File: config.mk
export PLATFORM = sky130hd
export DESIGN_NAME = afifo_tx
export DESIGN_NICKNAME = d
export VERILOG_FILES = /design/src/rtl/afifo_pkg.sv /design/src/rtl/afifo_packer.sv /design/src/rtl/afifo_pair_ram.sv /design/src/rtl/afifo_unpack.sv /design/src/rtl/afifo_tx.sv
export SDC_FILE = /design/constraint.sdc
export NUM_CORES = 1
export LEC_CHECK = 0
export BUFFER_PORTS_ARGS = -buffer_cell sky130_fd_sc_hd__buf_2
export CAP_MARGIN = 25
export CORE_ASPECT_RATIO = 1.2
export CORE_UTILIZATION = 41
export CTS_CLUSTER_DIAMETER = 100
export CTS_CLUSTER_SIZE = 25
export DETAILED_ROUTE_END_ITERATION = 8
export GPL_ROUTABILITY_DRIVEN = 0
export GPL_TIMING_DRIVEN = 0
export SKIP_LAST_GASP = 1
export SYNTH_ARGS = -nofsm -noshare
export SYNTH_HDL_FRONTEND = slang
export SYNTH_SLANG_ARGS = --single-unit
File: constraint.sdc
create_clock -name clk -period 12.92 [get_ports clk]
set_input_delay 2.584 -clock clk [delete_from_list [all_inputs] [get_ports clk]]
set_output_delay 2.584 -clock clk [all_outputs]
set_load 0.005 [all_outputs]
File: src/rtl/afifo_pkg.sv
package afifo_pkg;
  localparam int SAMPLE_W = 32;

  typedef enum logic [1:0] {
    MODE_STEREO  = 2'd0,
    MODE_COMPACT = 2'd1,
    MODE_MONO    = 2'd2,
    MODE_RSVD    = 2'd3
  } wr_mode_e;

  typedef struct packed {
    logic [SAMPLE_W-1:0] right;
    logic [SAMPLE_W-1:0] left;
  } pair_t;

  function automatic logic [SAMPLE_W-1:0] top_align16(input logic [15:0] s);
    return {s, {(SAMPLE_W-16){1'b0}}};
  endfunction

  function automatic logic [SAMPLE_W-1:0] top_align8(input logic [7:0] s);
    return {s, {(SAMPLE_W-8){1'b0}}};
  endfunction
endpackage

File: src/rtl/afifo_packer.sv
module afifo_packer
  import afifo_pkg::*;
(
  input  logic                clk,
  input  logic                rst,
  input  logic                flush,
  input  logic                wr_en,
  input  logic [1:0]          wr_mode,
  input  logic                wr_compact8,
  input  logic [SAMPLE_W-1:0] wr_data,
  input  logic                full,
  output logic                commit,
  output pair_t               commit_pair,
  output logic [1:0]          lvl_add,
  output logic                ovf_evt,
  output logic                next_right
);
  logic                staged;
  logic [SAMPLE_W-1:0] hold;
  logic                stage_set;
  logic                stage_clr;
  wr_mode_e            mode;

  assign mode       = wr_mode_e'(wr_mode);
  assign next_right = staged;

  always_comb begin
    commit      = 1'b0;
    lvl_add     = 2'd0;
    ovf_evt     = 1'b0;
    stage_set   = 1'b0;
    stage_clr   = 1'b0;
    commit_pair = '{right: wr_data, left: hold};
    if (wr_en && !flush) begin
      case (mode)
        MODE_STEREO: begin
          if (staged) begin
            commit    = 1'b1;
            lvl_add   = 2'd1;
            stage_clr = 1'b1;
          end else if (full) begin
            ovf_evt = 1'b1;
          end else begin
            stage_set = 1'b1;
            lvl_add   = 2'd1;
          end
        end
        MODE_COMPACT: begin
          if (!staged) begin
            if (full) begin
              ovf_evt = 1'b1;
            end else begin
              commit  = 1'b1;
              lvl_add = 2'd2;
              if (wr_compact8)
                commit_pair = '{right: top_align8(wr_data[15:8]), left: top_align8(wr_data[7:0])};
              else
                commit_pair = '{right: top_align16(wr_data[31:16]), left: top_align16(wr_data[15:0])};
            end
          end
        end
        MODE_MONO: begin
          if (!staged) begin
            if (full) begin
              ovf_evt = 1'b1;
            end else begin
              commit      = 1'b1;
              lvl_add     = 2'd2;
              commit_pair = '{right: wr_data, left: wr_data};
            end
          end
        end
        default: ;
      endcase
    end
  end

  always_ff @(posedge clk) begin
    if (rst || flush) begin
      staged <= 1'b0;
      hold   <= '0;
    end else if (stage_set) begin
      staged <= 1'b1;
      hold   <= wr_data;
    end else if (stage_clr) begin
      staged <= 1'b0;
    end
  end


  left_stage_chk: assert property (@(posedge clk) disable iff (rst)
    (wr_en && !flush && wr_mode == 2'd0 && !staged && !full) |=> next_right);


  stage_hold_chk: assert property (@(posedge clk) disable iff (rst)
    (wr_en && !flush && staged && wr_mode != 2'd0) |=> (next_right && $stable(hold)));
endmodule

File: src/rtl/afifo_pair_ram.sv
module afifo_pair_ram #(
  parameter int DEPTH = 8,
  parameter int W     = 64,
  localparam int AW   = (DEPTH > 1) ? $clog2(DEPTH) : 1
) (
  input  logic          clk,
  input  logic          we,
  input  logic [AW-1:0] waddr,
  input  logic [W-1:0]  wdata,
  input  logic [AW-1:0] raddr,
  output logic [W-1:0]  rdata
);
  logic [W-1:0] mem [DEPTH];

  always_ff @(posedge clk) begin
    if (we) mem[waddr] <= wdata;
    rdata <= mem[raddr];
  end
endmodule

File: src/rtl/afifo_unpack.sv
module afifo_unpack
  import afifo_pkg::*;
(
  input  logic                clk,
  input  logic                rst,
  input  logic                flush,
  input  logic                rd_en,
  input  logic                avail,
  input  pair_t               pair_q,
  output logic                take,
  output logic                pop,
  output logic                head_half,
  output logic                rd_valid,
  output logic [SAMPLE_W-1:0] rd_data,
  output logic                rd_right,
  output logic                rd_empty
);
  logic sel_q;

  assign take = rd_en && avail && !flush;
  assign pop  = take && head_half;

  always_ff @(posedge clk) begin
    if (rst || flush) begin
      head_half <= 1'b0;
      rd_valid  <= 1'b0;
      sel_q     <= 1'b0;
      rd_empty  <= 1'b0;
    end else begin
      rd_valid <= take;
      sel_q    <= head_half;
      rd_empty <= rd_en && !avail;
      if (take) head_half <= ~head_half;
    end
  end

  assign rd_right = rd_valid && sel_q;
  assign rd_data  = !rd_valid ? '0 : (sel_q ? pair_q.right : pair_q.left);


  empty_excl_chk: assert property (@(posedge clk) disable iff (rst)
    $onehot0({rd_valid, rd_empty}));


  empty_resp_chk: assert property (@(posedge clk) disable iff (rst)
    (rd_en && !avail && !flush) |=> (rd_empty && rd_data == '0));
endmodule

File: src/rtl/afifo_tx.sv
module afifo_tx
  import afifo_pkg::*;
#(
  parameter int DEPTH = 8,
  localparam int LW   = $clog2(2*DEPTH+1)
) (
  input  logic                clk,
  input  logic                rst,
  input  logic                flush,
  input  logic                wr_en,
  input  logic [1:0]          wr_mode,
  input  logic                wr_compact8,
  input  logic [SAMPLE_W-1:0] wr_data,
  output logic                next_right,
  input  logic                rd_en,
  output logic                rd_valid,
  output logic [SAMPLE_W-1:0] rd_data,
  output logic                rd_right,
  output logic                rd_empty,
  output logic [LW-1:0]       level,
  output logic                overflow
);
  localparam int AW = (DEPTH > 1) ? $clog2(DEPTH) : 1;
  localparam int CW = $clog2(DEPTH+1);

  logic [AW-1:0] wptr, rptr;
  logic [CW-1:0] count;
  logic          full, avail;
  logic          commit, ovf_evt, take, pop, head_half;
  logic [1:0]    lvl_add;
  pair_t         commit_pair, pair_q;
  logic [LW-1:0] lvl_expect;

  assign full  = (count == CW'(DEPTH));
  assign avail = (count != '0);

  afifo_packer u_pack (
    .clk(clk), .rst(rst), .flush(flush),
    .wr_en(wr_en), .wr_mode(wr_mode), .wr_compact8(wr_compact8), .wr_data(wr_data),
    .full(full), .commit(commit), .commit_pair(commit_pair),
    .lvl_add(lvl_add), .ovf_evt(ovf_evt), .next_right(next_right)
  );

  afifo_pair_ram #(.DEPTH(DEPTH), .W(2*SAMPLE_W)) u_ram (
    .clk(clk), .we(commit), .waddr(wptr), .wdata(commit_pair),
    .raddr(rptr), .rdata(pair_q)
  );

  afifo_unpack u_unpack (
    .clk(clk), .rst(rst), .flush(flush),
    .rd_en(rd_en), .avail(avail), .pair_q(pair_q),
    .take(take), .pop(pop), .head_half(head_half),
    .rd_valid(rd_valid), .rd_data(rd_data), .rd_right(rd_right), .rd_empty(rd_empty)
  );

  always_ff @(posedge clk) begin
    if (rst || flush) begin
      wptr     <= '0;
      rptr     <= '0;
      count    <= '0;
      level    <= '0;
      overflow <= 1'b0;
    end else begin
      if (commit) wptr <= (wptr == AW'(DEPTH-1)) ? '0 : wptr + 1'b1;
      if (pop)    rptr <= (rptr == AW'(DEPTH-1)) ? '0 : rptr + 1'b1;
      count <= count + CW'(commit) - CW'(pop);
      level <= level + LW'(lvl_add) - LW'(take);
      if (ovf_evt) overflow <= 1'b1;
    end
  end

  assign lvl_expect = LW'({count, 1'b0}) + LW'(next_right) - LW'(head_half);


  lvl_range_chk: assert property (@(posedge clk) disable iff (rst)
    level <= LW'(2*DEPTH));


  lvl_balance_chk: assert property (@(posedge clk) disable iff (rst)
    level == lvl_expect);


  no_overflow_chk: assert property (@(posedge clk) disable iff (rst)
    commit |-> !full);


  ovf_sticky_chk: assert property (@(posedge clk) disable iff (rst)
    (overflow && !flush) |=> overflow);


  flush_clear_chk: assert property (@(posedge clk) disable iff (rst)
    flush |=> (level == '0 && !overflow && !next_right && !rd_valid));
endmodule

==> impl_results.md, run 1 <==
* Clock tree from TritonCTS: done
* Part of the Yosys area used for sequential elements at 71.9%
* Clock Pin Slew Worst Setup and Hold Paths at 0.10 ns
* Async SR Flop Fraction at 0%
* Post-synthesis cell count at 1289
* CP endpoint: level[4]$_SDFF_PP0_
* Hold slack at 0.466 ns
* Seq. cell area at 0.0177 mm^2
* Worst setup slack for register-to-register paths at 9.74 ns
* Worst Reg-to-Reg Cells at 11
* Peak clock frequency supported by timing at 0.192 GHz
* Number of buffers inserted during clock tree synthesis at 29
* Area share of the largest cell type after synthesis at 62.4%
* WL final at 59.5 mm
* Longest individual stage delay on the worst path at 0.46 ns
* Outcome: completed
* Number of DRC markers in iteration 0 at 1093
* Total half-perimeter wirelength after legalization and detailed placement at 42.4 mm
* Static leakage at 0.00929 uW
* Initial antenna violation count at 2
* Startpoint of the lowest-slack register-to-register path: count[2]$_SDFF_PP0_
* Count of final setup violators at 0
* Critical Path RT at 13.44 ns
* Clk_lat worst skew at 0.60 ns
* Synthesized area divided by synthesized cell count at 19.1 um^2
* Routed length per instance at 25.7 um
* Die boundary width at 226 um
* Synth Net Count at 1352
* Number of library cell types mapped by synthesis at 54
* Vias/cell at 5.51
* Dpl cell area at 0.0269 mm^2
* Total power density per cell area at 121 mW/mm^2
* Hold violation count in the final report at 0
* Dominant synthesized flop cell: edfxtp_1
* Top cell types by occurrence after synthesis: edfxtp_1, mux4_2, dfxtp_1
* Footprint of the multi-input gates at 0.00649 mm^2
* Synthesis Warnings at 0
* Fraction of the core area covered by cells at the end of the flow at 46.7%
* Mapped Area at 0.0246 mm^2
* Nature of the critical path startpoint: primary input
* Worst Skew at 0.0211 ns
* Vias in the first global route at 13.1k
* Crit path launch: wr_mode[0]
* Transition time at the pin with the least slew margin at 1.03 ns
* Number of pins with negative max-slew slack in the final report at 0
* Total of max-cap violations at 0
* Pin count of the biggest net entering global routing at 27
* Class of the tightest hold or removal check: reg2reg
* Clock sinks at 629
* Buffer cell driving the clock tree root: clkbuf_16
* Fraction of final layout cells sized beyond drive strength 1 at 30.4%
* Max Fanout on Critical Path at 8
* Final critical-path share of the clock period at 40.3%
* Number of hold buffers added after CTS at 0
* First-pass iteration count of the detailed router at 7
* Synth area leader: edfxtp_1
* Largest cells by area after synthesis: edfxtp_1, mux4_2, dfxtp_1
* Port bufs at 80
* Core Footprint at 0.0595 mm^2
* Height of the chip at 271 um
* Kind of end point of the critical path: flop
* Worst slew margin at 31.1%
* Area Overhead vs Synth at 12.7%
* I/O pin total at 82
* Antenna diode count at 0
* Total routing resource utilization after global routing at 19.6%
* Vias after detailed routing at 12.8k
* First-pass GRT wire length at 87.2 mm
* Post-cts sizing count at 0
* #FFs+latches synth at 629
* Number of antenna-violating nets in the routed design at 0
* Final nets at 1557
* Type of the setup path with the least slack: in2reg
* Remaining global-route overflow at 0
* Number of enable-type register cells in the synthesized netlist at 512
* Crit-path slowest cell: or2_2
* Number of design rule violations left after detail routing at 0
* Starting density of the core at 41.4%
* Worst-path cell chain: buf_2, inv_1, ha_1, and3b_1, nand3b_1, or2_2, ha_1, inv_1, fa_1, a21o_1, a2111o_1, o21ai_0
* Die area at 0.0611 mm^2
* Time the final worst path needs with I/O delays and setup at 5.21 ns
* Worst-case vdd ir drop at 0.0000914 V
* Maximum root-to-sink buffer count at 3
* Site Rows at 98
* RSZ-0062 raised after global routing: no
* Final instance area at 0.0278 mm^2
* Filler cells at 5068
* TNS Setup at 0 ns
* Number of buffers added for setup after CTS at 0
* Worst R2R End: level[4]$_SDFF_PP0_
* Cell with the most instances after synthesis: edfxtp_1
* # H-tree levels at 1
* Arr. time, crit path at 5.74 ns
* Tot Pwr at 3370 uW
cells in the final DEF (no fill, tap or decap), types with 4 or more instances in the layout:
master     instances
edfxtp_1         512
mux4_2           128
dfxtp_1          117
buf_2            102
nand2_1           76
mux2_2            73
mux2i_1           69
buf_4             61
clkbuf_1          55
buf_6             44
nor2b_1           33
clkbuf_16         29
a22o_1            24
ha_1              21
inv_1             16
a21boi_0          16
a22oi_1           16
o2bb2ai_1         16
and2_1            14
a21oi_1           10
nor2_1             8
nand3_1            6
or3_1              5
o21ai_0            5
nand3b_1           4
buf_1              4
nor4b_2            4
worst max-delay path: cells and delay by family:
| family | cells | cell delay, ns |
|---|---|---|
| simple gates | 3 | 1.11 |
| fa+ha+maj | 3 | 1.09 |
| compound gates | 3 | 0.68 |
| buf+inv | 3 | 0.25 |
flip-flops by register name, summed over array words and instances (netlist names):
signal / flops
u_ram.rdata: 64
wptr: 3
overflow: 1
level: 5
rptr: 3
u_pack.next_right: 1
u_unpack.rd_empty: 1
u_ram.mem: 512
u_unpack.rd_valid: 1
u_unpack.sel_q: 1
u_unpack.head_half: 1
count: 4
u_pack.hold: 32
metrics by stage:
| step | setup slack [ns] | cells |
|---|---|---|
| global placement | -6.21 | 2169 |
| floorplan | 2.15 | 1289 |
| finish | 7.71 | 2316 |
| global route | 7.63 | 2316 |
| CTS | 7.56 | 2314 |
| detailed placement | 6.93 | 2261 |
area by class of cell:
cell class	count	area share [%]
flip-flops and latches	629	63.8
multi-input cells	570	23.4
repair buffers	174	4.45
well taps	800	3.61
clock buffers	51	2.91
plain buffers	73	1.49
inverters	17	0.230
clock inverters	2	0.0902
per-layer routing:
metal	global-route usage, %	wire length, um
met5	0	10
met3	2.14	2770
met2	33.2	30000
met4	3.88	963
met1	27.4	25800
report_power, final:
group / leakage, uW / internal, uW / switching (uW)
Sequential: 0.00575 / 2200 / 5.98
Combinational: 0.00315 / 42.2 / 79.1
Clock: 0.000395 / 432 / 606
Total: 0.00929 / 2680 / 691
cell families after synthesis:
logic type / after synthesis / share of synthesized area (%)
multiplexers: 270 / 17.8
buffers and inverters: 90 / 1.93
flip-flops: 629 / 71.9
AO/OA/AOI/OAI: 98 / 3.04
adder cells (fa/ha/maj): 23 / 1.23
XOR/XNOR: 3 / 0.107
AND/OR/NAND/NOR: 176 / 3.94
worst min path at each step:
stage / slack, ns / startpoint / to / depth (start not counted)
6_report: 0.47 / u_pack.hold[28]$_SDFFE_PP0P_ / u_pack.hold[28]$_SDFFE_PP0P_ / 2
5_1_grt: 0.48 / u_pack.hold[28]$_SDFFE_PP0P_ / u_pack.hold[28]$_SDFFE_PP0P_ / 2
4_1_cts: 0.47 / u_pack.hold[28]$_SDFFE_PP0P_ / u_pack.hold[28]$_SDFFE_PP0P_ / 2
3_5_place_dp: 0.45 / u_pack.hold[28]$_SDFFE_PP0P_ / u_pack.hold[28]$_SDFFE_PP0P_ / 2
3_3_place_gp: 0.44 / u_pack.hold[17]$_SDFFE_PP0P_ / u_pack.hold[17]$_SDFFE_PP0P_ / 2
2_1_floorplan: 0.44 / u_pack.hold[16]$_SDFFE_PP0P_ / u_pack.hold[16]$_SDFFE_PP0P_ / 2
Note: power is estimated with default switching activity, not from simulation.
==> run 2: changes to the inputs <==
==> constraint.sdc (replaced) <==
create_clock -name clk -period 5.09 [get_ports clk]
set_input_delay 1.018 -clock clk [delete_from_list [all_inputs] [get_ports clk]]
set_output_delay 1.018 -clock clk [all_outputs]
set_load 0.005 [all_outputs]
==> run 2 against run 1 <==
Against the previous run:
- critical path depth fell by 7
- cell count fell by 1.4%
- via count fell by 1.8%
- sequential share of layout area rose by 0.061 points
- sequential cell count did not move
- clock power rose to 2.5 times the previous value
- hold slack improved by 0.00084 ns
- register-to-register slack got worse by 7.9 ns
- non-clock buffer count fell by 36
- largest cell class unchanged
==> impl_results.md, run 2 (synthesis results as in run 1) <==
* Height of the chip at 271 um (unchanged)
* Starting density of the core at 41.4% (unchanged)
* Worst Reg-to-Reg Cells at 11 (unchanged)
* Arr. time, crit path at 2.68 ns (was 5.74 ns)
* Die area at 0.0611 mm^2 (unchanged)
* Routed length per instance at 25.8 um (was 25.7 um)
* Commonest cells after routing, fill and taps aside: edfxtp_1, mux4_2, dfxtp_1 (unchanged)
* Fraction of final layout cells sized beyond drive strength 1 at 28.8% (was 30.4%)
* Number of DRC markers in iteration 0 at 1014 (was 1093)
* Total of max-cap violations at 0 (unchanged)
* Vias after detailed routing at 12.5k (was 12.8k)
* Maximum root-to-sink buffer count at 3 (unchanged)
* Number of placed cells counting well taps at 2226 (was 2261)
* Initial antenna violation count at 1 (was 2)
* Worst hold path stage count at 2 (unchanged)
* Transition time at the pin with the least slew margin at 1.07 ns (was 1.03 ns)
* Number of buffers added for setup after CTS at 0 (unchanged)
* Worst hold path endpoint: u_pack.hold[9]$_SDFFE_PP0P_ (was u_pack.hold[28]$_SDFFE_PP0P_)
* Outcome: completed (unchanged)
* Max Fanout on Critical Path at 10 (was 8)
* Final Worst Setup Slack at 1.40 ns (was 7.71 ns)
* Worst setup slack for register-to-register paths at 1.81 ns (was 9.74 ns)
* Max reg flops at 512 (unchanged)
* Site Rows at 98 (unchanged)
* Most frequent standard cell in the layout excluding fill and tap cells: edfxtp_1 (unchanged)
* Time the final worst path needs with I/O delays and setup at 3.69 ns
* Count of final setup violators at 0 (unchanged)
* Post-cts sizing count at 0 (unchanged)
* Footprint of the multi-input gates at 0.00654 mm^2 (was 0.00649 mm^2)
* Pin count of the biggest net entering global routing at 27 (unchanged)
* Hold slack at 0.467 ns (was 0.466 ns)
* Number of buffers inserted during clock tree synthesis at 29 (unchanged)
* Number of hold buffers added after CTS at 0 (unchanged)
* Vias/cell at 5.48 (was 5.51)
* I/O pin total at 82 (unchanged)
* Final nets at 1521 (was 1557)
* Nature of the critical path startpoint: flop (was primary input)
* Largest register by flop count: u_ram.mem (unchanged)
* Total routing resource utilization after global routing at 19.5% (was 19.6%)
* Buffer cell driving the clock tree root: clkbuf_16 (unchanged)
* Kind of end point of the critical path: primary output (was flop)
* Hold wc startpoint: u_pack.hold[9]$_SDFFE_PP0P_ (was u_pack.hold[28]$_SDFFE_PP0P_)
* TNS Setup at 0 ns (unchanged)
* # H-tree levels at 1 (unchanged)
* Class of the tightest hold or removal check: reg2reg (unchanged)
* Clock sinks at 629 (unchanged)
* Seq. cell area at 0.0177 mm^2 (unchanged)
* First-pass GRT wire length at 86.4 mm (was 87.2 mm)
* Worst-case vdd ir drop at 0.000221 V (was 0.0000914 V)
* Port bufs at 80 (unchanged)
* Worst setup timing slack at the placement stage at 0.911 ns (was 6.93 ns)
* Clock Pin Slew Worst Setup and Hold Paths at 0.10 ns (about the same)
* Area Overhead vs Synth at 12.5% (was 12.7%)
* Core Footprint at 0.0595 mm^2 (unchanged)
* Worst slew margin at 28.8% (was 31.1%)
* Peak clock frequency supported by timing at 0.271 GHz
* Remaining global-route overflow at 0 (unchanged)
* Filler cells at 5005 (was 5068)
* Critical Path RT at 4.07 ns (was 13.44 ns)
* Startpoint of the lowest-slack register-to-register path: count[2]$_SDFF_PP0_ (unchanged)
* Type of the setup path with the least slack: reg2out (was in2reg)
* Hold violation count in the final report at 0 (unchanged)
* Biggest registers after layout: u_ram.mem x512, u_ram.rdata x64, u_pack.hold x32 (unchanged)
* Die boundary width at 226 um (unchanged)
* Final critical-path share of the clock period at 72.6%
* Number of antenna-violating nets in the routed design at 0 (unchanged)
* Static leakage at 0.00915 uW (was 0.00929 uW)
* Total power density per cell area at 309 mW/mm^2 (was 121 mW/mm^2)
* Clock tree from TritonCTS: done (unchanged)
* RSZ-0062 raised after global routing: no (unchanged)
* Clk_lat worst skew at 0.61 ns (was 0.60 ns)
* Worst R2R End: level[4]$_SDFF_PP0_ (unchanged)
* Final Non-Filler Cells at 2283 (was 2316)
* Vias in the first global route at 12.7k (was 13.1k)
* Total half-perimeter wirelength after legalization and detailed placement at 41.7 mm (was 42.4 mm)
* First-pass iteration count of the detailed router at 5 (was 7)
* Number of design rule violations left after detail routing at 0 (unchanged)
* WL final at 59.0 mm (was 59.5 mm)
* Worst Skew at 0.0302 ns (was 0.0211 ns)
* Number of pins with negative max-slew slack in the final report at 0 (unchanged)
run 2: cell types whose count changed in the layout (fill, tap and decap cells not counted), moves of 2 or more:
cell and change:
nor4b_4 +4, nor4b_2 -4, nor4_2 -2, diode_2 +2
buf_8 +21, buf_4 -60, buf_6 +3, nor4_4 +2
run 2: critical path, stage by stage, from the launching register on:
cell and delay [ns]:
dfxtp_1 0.32, clkbuf_1 0.60, buf_2 0.55, mux2i_1 0.39
nor2b_1 0.08, buf_2 0.13
run 2: worst max path at each step:
stage / startpoint / endpoint / slack [ns] / depth (start not counted)
6_report: u_unpack.sel_q$_SDFF_PP0_ / rd_data[28] / 1.40 / 5
5_1_grt: wr_mode[0] / level[4]$_SDFF_PP0_ / 1.24 / 12
2_1_floorplan: wr_mode[0] / u_ram.mem[6][0]$_DFFE_PP_ / -1.83 / 7
3_5_place_dp: wr_mode[0] / level[4]$_SDFF_PP0_ / 0.91 / 12
3_3_place_gp: wr_mode[0] / u_ram.mem[7][19]$_DFFE_PP_ / -7.29 / 8
4_1_cts: u_unpack.sel_q$_SDFF_PP0_ / rd_data[10] / 1.41 / 5
run 2: area by class of cell:
cell class / instances / area share, %
Sequential cell: 629 / 63.9
Inverter: 17 / 0.230
Buffer: 73 / 1.49
Timing Repair Buffer: 138 / 4.09
Clock buffer: 52 / 2.96
Multi-Input combinational cell: 570 / 23.6
Antenna cell: 2 / 0.0181
Clock inverter: 2 / 0.104
Tap cell: 800 / 3.61
run 2: power breakdown:
part | leakage, uW | switching, uW | internal [uW] | total [uW]
combinational | 0.00299 | 202 | 107 | 309
sequential | 0.00575 | 15.2 | 5590 | 5600
clock | 0.000405 | 1540 | 1110 | 2650
run 2: layer usage:
metal | GRT usage, % | share of wire (%)
met5 | 0 | 0
met4 | 5.42 | 2.8
met3 | 1.93 | 4.1
met2 | 32.4 | 49
met1 | 27.4 | 44
run 2: stage by stage:
stage	cell area [um^2]	total power (uW)	util (%)
floorplan	24700	5890	-
global placement	26100	6010	43.8
detailed placement	26900	6030	45.2
CTS	27700	8630	46.6
global route	27700	8820	46.6
finish	27700	8560	46.6
==> run 3: changes to the inputs <==
==> constraint.sdc (replaced) <==
create_clock -name clk -period 3.6 [get_ports clk]
set_input_delay 0.72 -clock clk [delete_from_list [all_inputs] [get_ports clk]]
set_output_delay 0.72 -clock clk [all_outputs]
set_load 0.005 [all_outputs]
==> run 3 against run 2 <==
Against the previous run:
- worst setup slack worse by 1.2 ns
- routed wire length up 0.84%
- clock power is 42% higher
- design area is 0.46% higher
- total power increased by 41%
- hold slack worse by 0.078 ns
- sequential cell count unchanged
- global-route usage rose by 0.21 points
- largest cell class unchanged
==> impl_results.md, run 3 (synthesis results as in run 1) <==
* Commonest cells after routing, fill and taps aside: edfxtp_1, mux4_2, dfxtp_1 (unchanged)
* Site Rows at 98 (unchanged)
* Final critical-path share of the clock period at 93.9%
* Post-cts sizing count at 0 (unchanged)
* WL final at 59.5 mm (was 59.0 mm)
* Switching power summed over all nets at 2500 uW (was 1750 uW)
* First-pass GRT wire length at 87.4 mm (was 86.4 mm)
* Worst-case vdd ir drop at 0.000334 V (was 0.000221 V)
* Final Worst Setup Slack at 0.220 ns (was 1.40 ns)
* Final Non-Filler Cells at 2278 (was 2283)
* Initial antenna violation count at 3 (was 1)
* Worst-path cell chain: clkbuf_1, nor2b_1, buf_2 (was clkbuf_1, buf_2, mux2i_1, nor2b_1, buf_2)
* Time the final worst path needs with I/O delays and setup at 3.38 ns
* Total half-perimeter wirelength after legalization and detailed placement at 41.5 mm (was 41.7 mm)
* Transition time at the pin with the least slew margin at 1.02 ns (was 1.07 ns)
* Type of the setup path with the least slack: reg2out (unchanged)
* Number of buffers inserted during clock tree synthesis at 29 (unchanged)
* Remaining global-route overflow at 0 (unchanged)
* Count of final setup violators at 0 (unchanged)
* Arr. time, crit path at 2.66 ns (was 2.68 ns)
* Area Overhead vs Synth at 13.1% (was 12.5%)
* Longest individual stage delay on the worst path at 0.91 ns (was 0.60 ns)
* Starting density of the core at 41.4% (unchanged)
* Sequential cell fraction of total power at 65.4% (about the same)
* Die boundary width at 226 um (unchanged)
* Filler cells at 4976 (was 5005)
* Pin count of the biggest net entering global routing at 27 (unchanged)
* Cell Int Power at 9620 uW (was 6810 uW)
* Core Footprint at 0.0595 mm^2 (unchanged)
* Class of the tightest hold or removal check: in2reg (was reg2reg)
* Peak clock frequency supported by timing at 0.296 GHz
* I/O pin total at 82 (unchanged)
* Critical Path RT at 2.88 ns (was 4.07 ns)
* Vias in the first global route at 13.0k (was 12.7k)
* Max Fanout on Critical Path at 10 (unchanged)
* Clock Pin Slew Worst Setup and Hold Paths at 0.10 ns (about the same)
* Number of placed cells counting well taps at 2223 (was 2226)
* Maximum root-to-sink buffer count at 3 (unchanged)
* Height of the chip at 271 um (unchanged)
* Number of buffers added for setup after CTS at 0 (unchanged)
* Fraction of final layout cells sized beyond drive strength 1 at 28.9% (was 28.8%)
* Switching Share at 20.6% (was 20.5%)
* TNS Setup at 0 ns (unchanged)
* Worst Skew at 0.0249 ns (was 0.0302 ns)
* Total of max-cap violations at 0 (unchanged)
* Number of pins with negative max-slew slack in the final report at 0 (unchanged)
* Nature of the critical path startpoint: flop (unchanged)
* Max reg flops at 512 (unchanged)
* Final nets at 1518 (was 1521)
* Total power density per cell area at 435 mW/mm^2 (was 309 mW/mm^2)
* Vias after detailed routing at 12.6k (was 12.5k)
* Number of DRC markers in iteration 0 at 1094 (was 1014)
* Most frequent standard cell in the layout excluding fill and tap cells: edfxtp_1 (unchanged)
* Antenna diode count at 0 (was 2)
* Vias/cell at 5.54 (was 5.48)
* Crit-path slowest cell: dfxtp_1 (was clkbuf_1)
* Clk_lat worst skew at 0.61 ns (about the same)
* Clock sinks at 629 (unchanged)
* First-pass iteration count of the detailed router at 5 (unchanged)
* Number of design rule violations left after detail routing at 0 (unchanged)
* Clock network power share at 30.9% (was 31.0%)
* # H-tree levels at 1 (unchanged)
* Largest register by flop count: u_ram.mem (unchanged)
* Worst slew margin at 31.7% (was 28.8%)
* Port bufs at 80 (unchanged)
* Fraction of the core area covered by cells at the end of the flow at 46.8% (was 46.6%)
* Number of hold buffers added after CTS at 0 (unchanged)
* Hold violation count in the final report at 0 (unchanged)
* Clock tree from TritonCTS: done (unchanged)
* Worst setup timing slack at the placement stage at -0.190 ns (was 0.911 ns)
* Kind of end point of the critical path: primary output (unchanged)
* RSZ-0062 raised after global routing: no (unchanged)
* Buffer cell driving the clock tree root: clkbuf_16 (unchanged)
* Biggest registers after layout: u_ram.mem x512, u_ram.rdata x64, u_pack.hold x32 (unchanged)
* Combinational cell fraction of total power at 3.7% (was 3.6%)
* Outcome: completed (unchanged)
* Number of antenna-violating nets in the routed design at 0 (unchanged)
* Die area at 0.0611 mm^2 (unchanged)
* Static leakage at 0.00918 uW (was 0.00915 uW)
* Total routing resource utilization after global routing at 19.8% (was 19.5%)
* Routed length per instance at 26.1 um (was 25.8 um)
[run 3: layout make-up]
class                   count  area (um^2)  area share, %
clock buffers              52          812           2.92
multi-input cells         570         6580           23.6
plain buffers              73          423           1.52
inverters                  17         93.8          0.337
flip-flops and latches    629        17700           63.6
clock inverters             2         38.8          0.139
repair buffers            135         1190           4.26
well taps                 800         1000           3.59
[run 3: path summary, 6_finish.rpt]
kind                                startpoint                           end  slack [ns]  depth (start not counted)
setup / recovery  u_unpack.rd_valid$_SDFF_PP0_                   rd_data[29]        0.22                          3
hold / removal                     wr_data[31]  u_pack.hold[31]$_SDFFE_PP0P_        0.39                          3
setup reg to reg           count[2]$_SDFF_PP0_           level[4]$_SDFF_PP0_        0.43                         11
hold reg to reg   u_pack.hold[23]$_SDFFE_PP0P_  u_pack.hold[23]$_SDFFE_PP0P_        0.47                          2
[run 3: power groups by stage]
stage               Sequential (uW)  Clock [uW]  Combinational [uW]
floorplan                      8080           0                 251
CTS                            7920        3840                 447
finish                         7920        3750                 444
detailed placement             8090           0                 445
global placement               8090           0                 422
global route                   7930        4070                 478
[run 3: worst max-delay path: cells and delay by family, from the launching register on]
family | cells | cell delay (ns)
buf+inv | 2 | 0.84
simple gates | 1 | 0.29
flops | 1 | 0.91
[run 3: stage by stage]
| step | hold WS [ns] | instance area [um^2] | total power [uW] |
|---|---|---|---|
| floorplan | 0.438 | 24800 | 8330 |
| CTS | 0.358 | 27800 | 12200 |
| detailed placement | 0.452 | 27000 | 8530 |
| finish | 0.389 | 27900 | 12100 |
| global route | 0.373 | 27900 | 12500 |
| global placement | 0.444 | 26200 | 8510 |
[run 3: routing by layer]
metal,GRT usage (%),up-vias,wire length (um)
li1,-,5444,-
met1,27.8,6738,25700
met2,32.8,365,29300
met3,2.42,62,3280
met4,4.56,4,1170
met5,0,-,22
